## config.mk

```make
export PLATFORM = sky130hd
export DESIGN_NAME = fetch_prio_ctrl
export DESIGN_NICKNAME = d
export VERILOG_FILES = /design/src/rtl/fprio_pkg.sv /design/src/rtl/fprio_cfg_reg.sv /design/src/rtl/fprio_trans_calc.sv /design/src/rtl/fprio_hyst.sv /design/src/rtl/fetch_prio_ctrl.sv
export SDC_FILE = /design/constraint.sdc
export NUM_CORES = 1
export LEC_CHECK = 0
export BUFFER_PORTS_ARGS = -buffer_cell sky130_fd_sc_hd__buf_2
export CAP_MARGIN = 20
export CORE_ASPECT_RATIO = 0.8
export CORE_MARGIN = 5
export CORE_UTILIZATION = 57
export DETAILED_ROUTE_END_ITERATION = 10
export MAX_ROUTING_LAYER = met4
export PLACE_DENSITY = 0.81
export RECOVER_POWER = 50
export SLEW_MARGIN = 30
export SYNTH_ARGS = -nofsm -noshare
export SYNTH_HDL_FRONTEND = slang
export SYNTH_HIERARCHICAL = 1
export SYNTH_SLANG_ARGS = --single-unit
```

## constraint.sdc

```tcl
create_clock -name clk -period 8.7 [get_ports clk]
set_input_delay 0.435 -clock clk [delete_from_list [all_inputs] [get_ports clk]]
set_output_delay 0.435 -clock clk [all_outputs]
set_load 0.05 [all_outputs]
```

## src/rtl/fprio_pkg.sv

```systemverilog
package fprio_pkg;

  typedef enum logic {
    PRIO_LOW  = 1'b0,
    PRIO_HIGH = 1'b1
  } prio_e;

endpackage

```

## src/rtl/fprio_cfg_reg.sv

```systemverilog
module fprio_cfg_reg #(
  parameter int BLK_W = 11,
  parameter int YT_W  = 13,
  parameter int AMT_W = 6
) (
  input  logic             clk,
  input  logic             rst_n,
  input  logic             pipe_active,
  input  logic             idle_save_en,
  input  logic             y_tiled,
  input  logic             wa_extra_blk,
  input  logic [BLK_W-1:0] lvl0_blocks,
  input  logic [YT_W-1:0]  ytile_min,
  input  logic [AMT_W-1:0] trans_amount,
  output logic             pipe_q,
  output logic             save_q,
  output logic             ytiled_q,
  output logic             wa_q,
  output logic [BLK_W-1:0] lvl0_q,
  output logic [YT_W-1:0]  ytmin_q,
  output logic [AMT_W-1:0] amt_q
);

  always_ff @(posedge clk) begin
    if (!rst_n) begin
      pipe_q   <= 1'b0;
      save_q   <= 1'b0;
      ytiled_q <= 1'b0;
      wa_q     <= 1'b0;
      lvl0_q   <= '0;
      ytmin_q  <= '0;
      amt_q    <= '0;
    end else begin
      pipe_q   <= pipe_active;
      save_q   <= idle_save_en;
      ytiled_q <= y_tiled;
      wa_q     <= wa_extra_blk;
      lvl0_q   <= lvl0_blocks;
      ytmin_q  <= ytile_min;
      amt_q    <= trans_amount;
    end
  end

endmodule

```

## src/rtl/fprio_trans_calc.sv

```systemverilog
module fprio_trans_calc #(
  parameter int BLK_W      = 11,
  parameter int YT_FRAC    = 2,
  parameter int AMT_W      = 6,
  parameter int MIN_BLOCKS = 4
) (
  input  logic                     y_tiled,
  input  logic                     wa_extra_blk,
  input  logic [BLK_W-1:0]         lvl0_blocks,
  input  logic [BLK_W+YT_FRAC-1:0] ytile_min,
  input  logic [AMT_W-1:0]         trans_amount,
  output logic [BLK_W-1:0]         level
);

  localparam int YT_W  = BLK_W + YT_FRAC;
  localparam int SUM_W = BLK_W + 4;
  localparam logic [SUM_W-1:0] SAT_MAX = SUM_W'((1 << BLK_W) - 1);
  localparam logic [SUM_W-1:0] ROUND_ADD = SUM_W'((1 << YT_FRAC) - 1);

  // ceil(2 * fixed-point value), kept wide
  function automatic logic [SUM_W-1:0] ceil_double(input logic [YT_W-1:0] raw);
    logic [SUM_W-1:0] w;
    w = SUM_W'(raw) << 1;
    w = w + ROUND_ADD;
    return w >> YT_FRAC;
  endfunction

  function automatic logic [SUM_W-1:0] pick_base(input logic ytl,
                                                 input logic [BLK_W-1:0] l0,
                                                 input logic [YT_W-1:0] ytm);
    logic [SUM_W-1:0] l0w;
    logic [SUM_W-1:0] ytw;
    l0w = SUM_W'(l0);
    ytw = ceil_double(ytm);
    if (ytl && (ytw > l0w)) return ytw;
    return l0w;
  endfunction

  function automatic logic [SUM_W-1:0] add_offset(input logic [SUM_W-1:0] base,
                                                  input logic [AMT_W-1:0] amt,
                                                  input logic extra);
    return base + SUM_W'(MIN_BLOCKS) + SUM_W'(amt) + SUM_W'(1) + SUM_W'(extra);
  endfunction

  function automatic logic [BLK_W-1:0] clamp(input logic [SUM_W-1:0] v);
    if (v > SAT_MAX) return BLK_W'(SAT_MAX);
    return BLK_W'(v);
  endfunction

  logic [SUM_W-1:0] base_w;
  logic [SUM_W-1:0] raw_sum;
  logic             extra_blk;

  always_comb begin
    extra_blk = wa_extra_blk & ~y_tiled;
    base_w    = pick_base(y_tiled, lvl0_blocks, ytile_min);
    raw_sum   = add_offset(base_w, trans_amount, extra_blk);
    level     = clamp(raw_sum);
  end

endmodule

```

## src/rtl/fprio_hyst.sv

```systemverilog
module fprio_hyst
  import fprio_pkg::*;
#(
  parameter int BLK_W = 11
) (
  input  logic             clk,
  input  logic             rst_n,
  input  logic             mech_on,
  input  logic [BLK_W-1:0] fill_level,
  input  logic [BLK_W-1:0] upper_lvl,
  input  logic [BLK_W-1:0] lower_lvl,
  output logic             demote_evt,
  output logic             promote_evt,
  output logic             req_high
);

  prio_e state_q;
  prio_e state_d;

  always_comb begin
    demote_evt  = mech_on && (state_q == PRIO_HIGH) && (fill_level > upper_lvl);
    promote_evt = mech_on && (state_q == PRIO_LOW)  && (fill_level < lower_lvl);
    if (!mech_on)         state_d = PRIO_HIGH;
    else if (demote_evt)  state_d = PRIO_LOW;
    else if (promote_evt) state_d = PRIO_HIGH;
    else                  state_d = state_q;
  end

  always_ff @(posedge clk) begin
    if (!rst_n) state_q <= PRIO_HIGH;
    else        state_q <= state_d;
  end

  assign req_high = (state_q == PRIO_HIGH) || !mech_on;

endmodule

```

## src/rtl/fetch_prio_ctrl.sv

```systemverilog
module fetch_prio_ctrl #(
  parameter int BLK_W      = 11,
  parameter int YT_FRAC    = 2,
  parameter int AMT_W      = 6,
  parameter int MIN_BLOCKS = 4
) (
  input  logic                     clk,
  input  logic                     rst_n,
  input  logic                     pipe_active,
  input  logic                     idle_save_en,
  input  logic                     y_tiled,
  input  logic                     wa_extra_blk,
  input  logic [BLK_W-1:0]         lvl0_blocks,
  input  logic [BLK_W+YT_FRAC-1:0] ytile_min,
  input  logic [AMT_W-1:0]         trans_amount,
  input  logic [BLK_W-1:0]         fill_level,
  output logic                     req_high_prio,
  output logic [BLK_W-1:0]         trans_level,
  output logic                     trans_valid
);

  localparam int YT_W = BLK_W + YT_FRAC;

  logic             pipe_q;
  logic             save_q;
  logic             ytiled_q;
  logic             wa_q;
  logic [BLK_W-1:0] lvl0_q;
  logic [YT_W-1:0]  ytmin_q;
  logic [AMT_W-1:0] amt_q;
  logic             mech_on;
  logic [BLK_W-1:0] calc_level;
  logic             demote_evt;
  logic             promote_evt;

  fprio_cfg_reg #(.BLK_W(BLK_W), .YT_W(YT_W), .AMT_W(AMT_W)) u_cfg (
    .clk          (clk),
    .rst_n        (rst_n),
    .pipe_active  (pipe_active),
    .idle_save_en (idle_save_en),
    .y_tiled      (y_tiled),
    .wa_extra_blk (wa_extra_blk),
    .lvl0_blocks  (lvl0_blocks),
    .ytile_min    (ytile_min),
    .trans_amount (trans_amount),
    .pipe_q       (pipe_q),
    .save_q       (save_q),
    .ytiled_q     (ytiled_q),
    .wa_q         (wa_q),
    .lvl0_q       (lvl0_q),
    .ytmin_q      (ytmin_q),
    .amt_q        (amt_q)
  );

  assign mech_on = pipe_q & save_q;

  fprio_trans_calc #(
    .BLK_W(BLK_W), .YT_FRAC(YT_FRAC), .AMT_W(AMT_W), .MIN_BLOCKS(MIN_BLOCKS)
  ) u_calc (
    .y_tiled      (ytiled_q),
    .wa_extra_blk (wa_q),
    .lvl0_blocks  (lvl0_q),
    .ytile_min    (ytmin_q),
    .trans_amount (amt_q),
    .level        (calc_level)
  );

  assign trans_level = mech_on ? calc_level : '0;
  assign trans_valid = mech_on;

  fprio_hyst #(.BLK_W(BLK_W)) u_hyst (
    .clk         (clk),
    .rst_n       (rst_n),
    .mech_on     (mech_on),
    .fill_level  (fill_level),
    .upper_lvl   (trans_level),
    .lower_lvl   (lvl0_q),
    .demote_evt  (demote_evt),
    .promote_evt (promote_evt),
    .req_high    (req_high_prio)
  );

endmodule

```

==> flow_metrics.py <==
metrics = {
    "synthesis": {
        "postSynthAreaPerCell_um2": 8.45,
        "syn-num-nets": 467,
        "netlist_instances": 372,
        "ys_warn_count": 6,
        "synth_area_um2": 3140,
    },
    "floorplan": {
        "io_pins": 60,
        "die_area_um2": 7110,
        "die_y_um": 76.4,
        "rows": 24,
        "fp.dieW_um": 93.0,
        "start_util_pct": 58.1,
        "core_area_um2": 5410,
    },
    "place": {
        "dp.cells": 485,
        "gp_routability_congestion": 0.878,
        "numPortBuffers": 59,
        "place_area_um2": 3450,
        "dpl.hpwl_um": 6170,
        "pre_cts_ws_ps": 1600,
    },
    "critical_path": {
        "cp.required_ps": 8910,
        "cp_max_fo": 11,
        "critPathCaptureType": "flop",
        "startpoint_type": "flop",
        "max_stage_delay_ps": 590,
        "path_buf_inv": 1,
        "critPathLaunch": "u_cfg/ytmin_q[2]",
        "crit_slowest_cell": "o311ai_0",
        "crit_type": "flop to flop",
        "cpMostUsedCell": "ha_1",
        "path_delay_family": "compound AO/OA/AOI/OAI gates",
        "timing.critical_path.arrival_ps": 7560,
        "r2r_start": "u_cfg/ytmin_q[2]",
    },
    "worst_hold_path": {
        "hold_start": "ytile_min[6]",
        "min_path_type": "primary input to flop",
    },
    "cells_and_area": {
        "final_util_pct": 65.3,
        "regArea_um2": 701,
        "area_delta_synth_final_pct": 12.4,
        "fin_nets": 522,
        "final_cells": 492,
        "layout-drive-gt1-share_pct": 28.1,
        "multi_input_area_um2": 2200,
        "fillCellCount": 454,
        "antenna-diode-count": 0,
        "finalInstanceArea_um2": 3530,
    },
    "power": {
        "leakage_nw": 1.66,
        "power.density_nw_per_um2": 118,
        "power_mw": 0.417,
        "peakVddDrop_v": 0.000105,
    },
    "timing": {
        "slew_viol_final": 0,
        "layout_min_cycle_time_ps": 7350,
        "fin_setup_tns_ps": 0,
        "period_share_pct": 84.5,
        "clock.fmax_mhz": 136,
        "final-setup-viol-count": 0,
        "worst_hold_slack_ps": 368,
        "skew_ps": 4.65,
        "slew_headroom_pct": 24.0,
        "tightest_slew_ps": 1140,
        "rsz0062_at_grt": "false",
        "fin_ws_ps": 1350,
        "hold_viol_final": 0,
    },
    "clock_tree": {
        "clkLatencyLatePin_ps": 280,
        "cts-resized-gates": 0,
        "post_cts_buffers": 0,
        "h-tree-depth": 2,
        "cts_buffers": 5,
        "clock-sinks": 35,
        "cts_tree": "done",
        "cts_hold_buf": 0,
        "clockRootBuffer": "clkbuf_8",
        "cts.path.max_buffers": 2,
        "clk_pin_slew_worst_paths_ps": 70,
    },
    "routing": {
        "wl_per_cell_um": 15.5,
        "first_iter_violations": 260,
        "ant_nets": 0,
        "drcViolationCount": 0,
        "num_vias": 2882,
        "dr.pass1.iters": 5,
        "routed_via_density": 5.86,
        "wl_um": 7620,
    },
    "grt": {
        "grt_pass1_wl_um": 12200,
        "antenna_found_initial": 0,
        "gr-usage-all-layers_pct": 21.7,
        "gr-total-overflow": 0,
        "grt_max_degree": 36,
        "grt_pass1_vias": 2703,
    },
    "job": {
        "drv_cap": 0,
    },
    "run_status": {
        "status": "finished clean",
    },
}
layer usage:
metal,track usage [%],vias to the layer above,routed length (µm)
met5,-,-,0
met4,7.47,0,141
met3,3.75,16,564
met2,34.7,110,3540
met1,27.6,1335,3380
li1,-,1421,-
flip-flops by register name, summed over array words and instances (netlist names):
| register | flops |
|---|---|
| u_cfg/ytmin_q | 13 |
| u_cfg/lvl0_q | 11 |
| u_cfg/pipe_q | 1 |
| u_cfg/save_q | 1 |
| u_cfg/amt_q | 6 |
| u_hyst/state_q | 1 |
| u_cfg/wa_q | 1 |
| u_cfg/ytiled_q | 1 |
worst paths after layout:
path / slack [ps] / endpoint / cells past startpoint
max: 1350 / u_hyst/state_q / 27
min: 370 / u_cfg/ytmin_q[6] / 2
max reg2reg: 1350 / u_hyst/state_q / 27
min reg2reg: 560 / u_hyst/state_q / 2
worst reg2reg max path: stages (launching register included):
cell and delay (ps):
dfxtp_1 430, and4_1 420, nand3_4 110, xnor2_1 360
ha_1 220, and3_1 200, nand3_1 120, o311ai_0 590
a21o_1 280, nand2_1 360, mux2_2 390, ha_1 320
ha_1 300, a21oi_1 180, o211ai_1 190, o21ai_0 580
nor3_1 150, and3_1 240, o21ai_2 300, nand3_1 130
and3_1 210, inv_1 50, ha_1 230, a211oi_1 230
nor2_1 80, a211oi_1 250, o21ai_0 150, o211ai_1 180
placed cells by master, fill, tap and decap left out, drive strengths merged, types with 3 or more instances in the layout:
cell type and n:
o21ai 12, clkbuf 6, nor2b 3, buf 58, inv 45, a21oi 16
xor2 6, dfxtp 35, xnor2 14, nor2 14, nor4 3, nor3 5
nand2 20, nand4 13, o211ai 4, o21a 3, mux2 6, mux2i 4
a211oi 8, nand2b 4, and2 37, ha 47, and3 14, a31oi 3
a21o 4, nand3 15
cell type report:
class	count	area share [%]
timing repair buffer	59	8.33
sequential	35	19.8
inverter	45	4.78
clock buffer	5	1.95
tap	65	2.30
clock inverter	2	0.390
multi-input combinational	281	62.4
report_power, final:
part	internal, mW	switching, mW
sequential	0.169	0.0102
combinational	0.0579	0.0687
clock	0.0546	0.0567
total	0.281	0.136
Power figures use the tool's default switching activity.
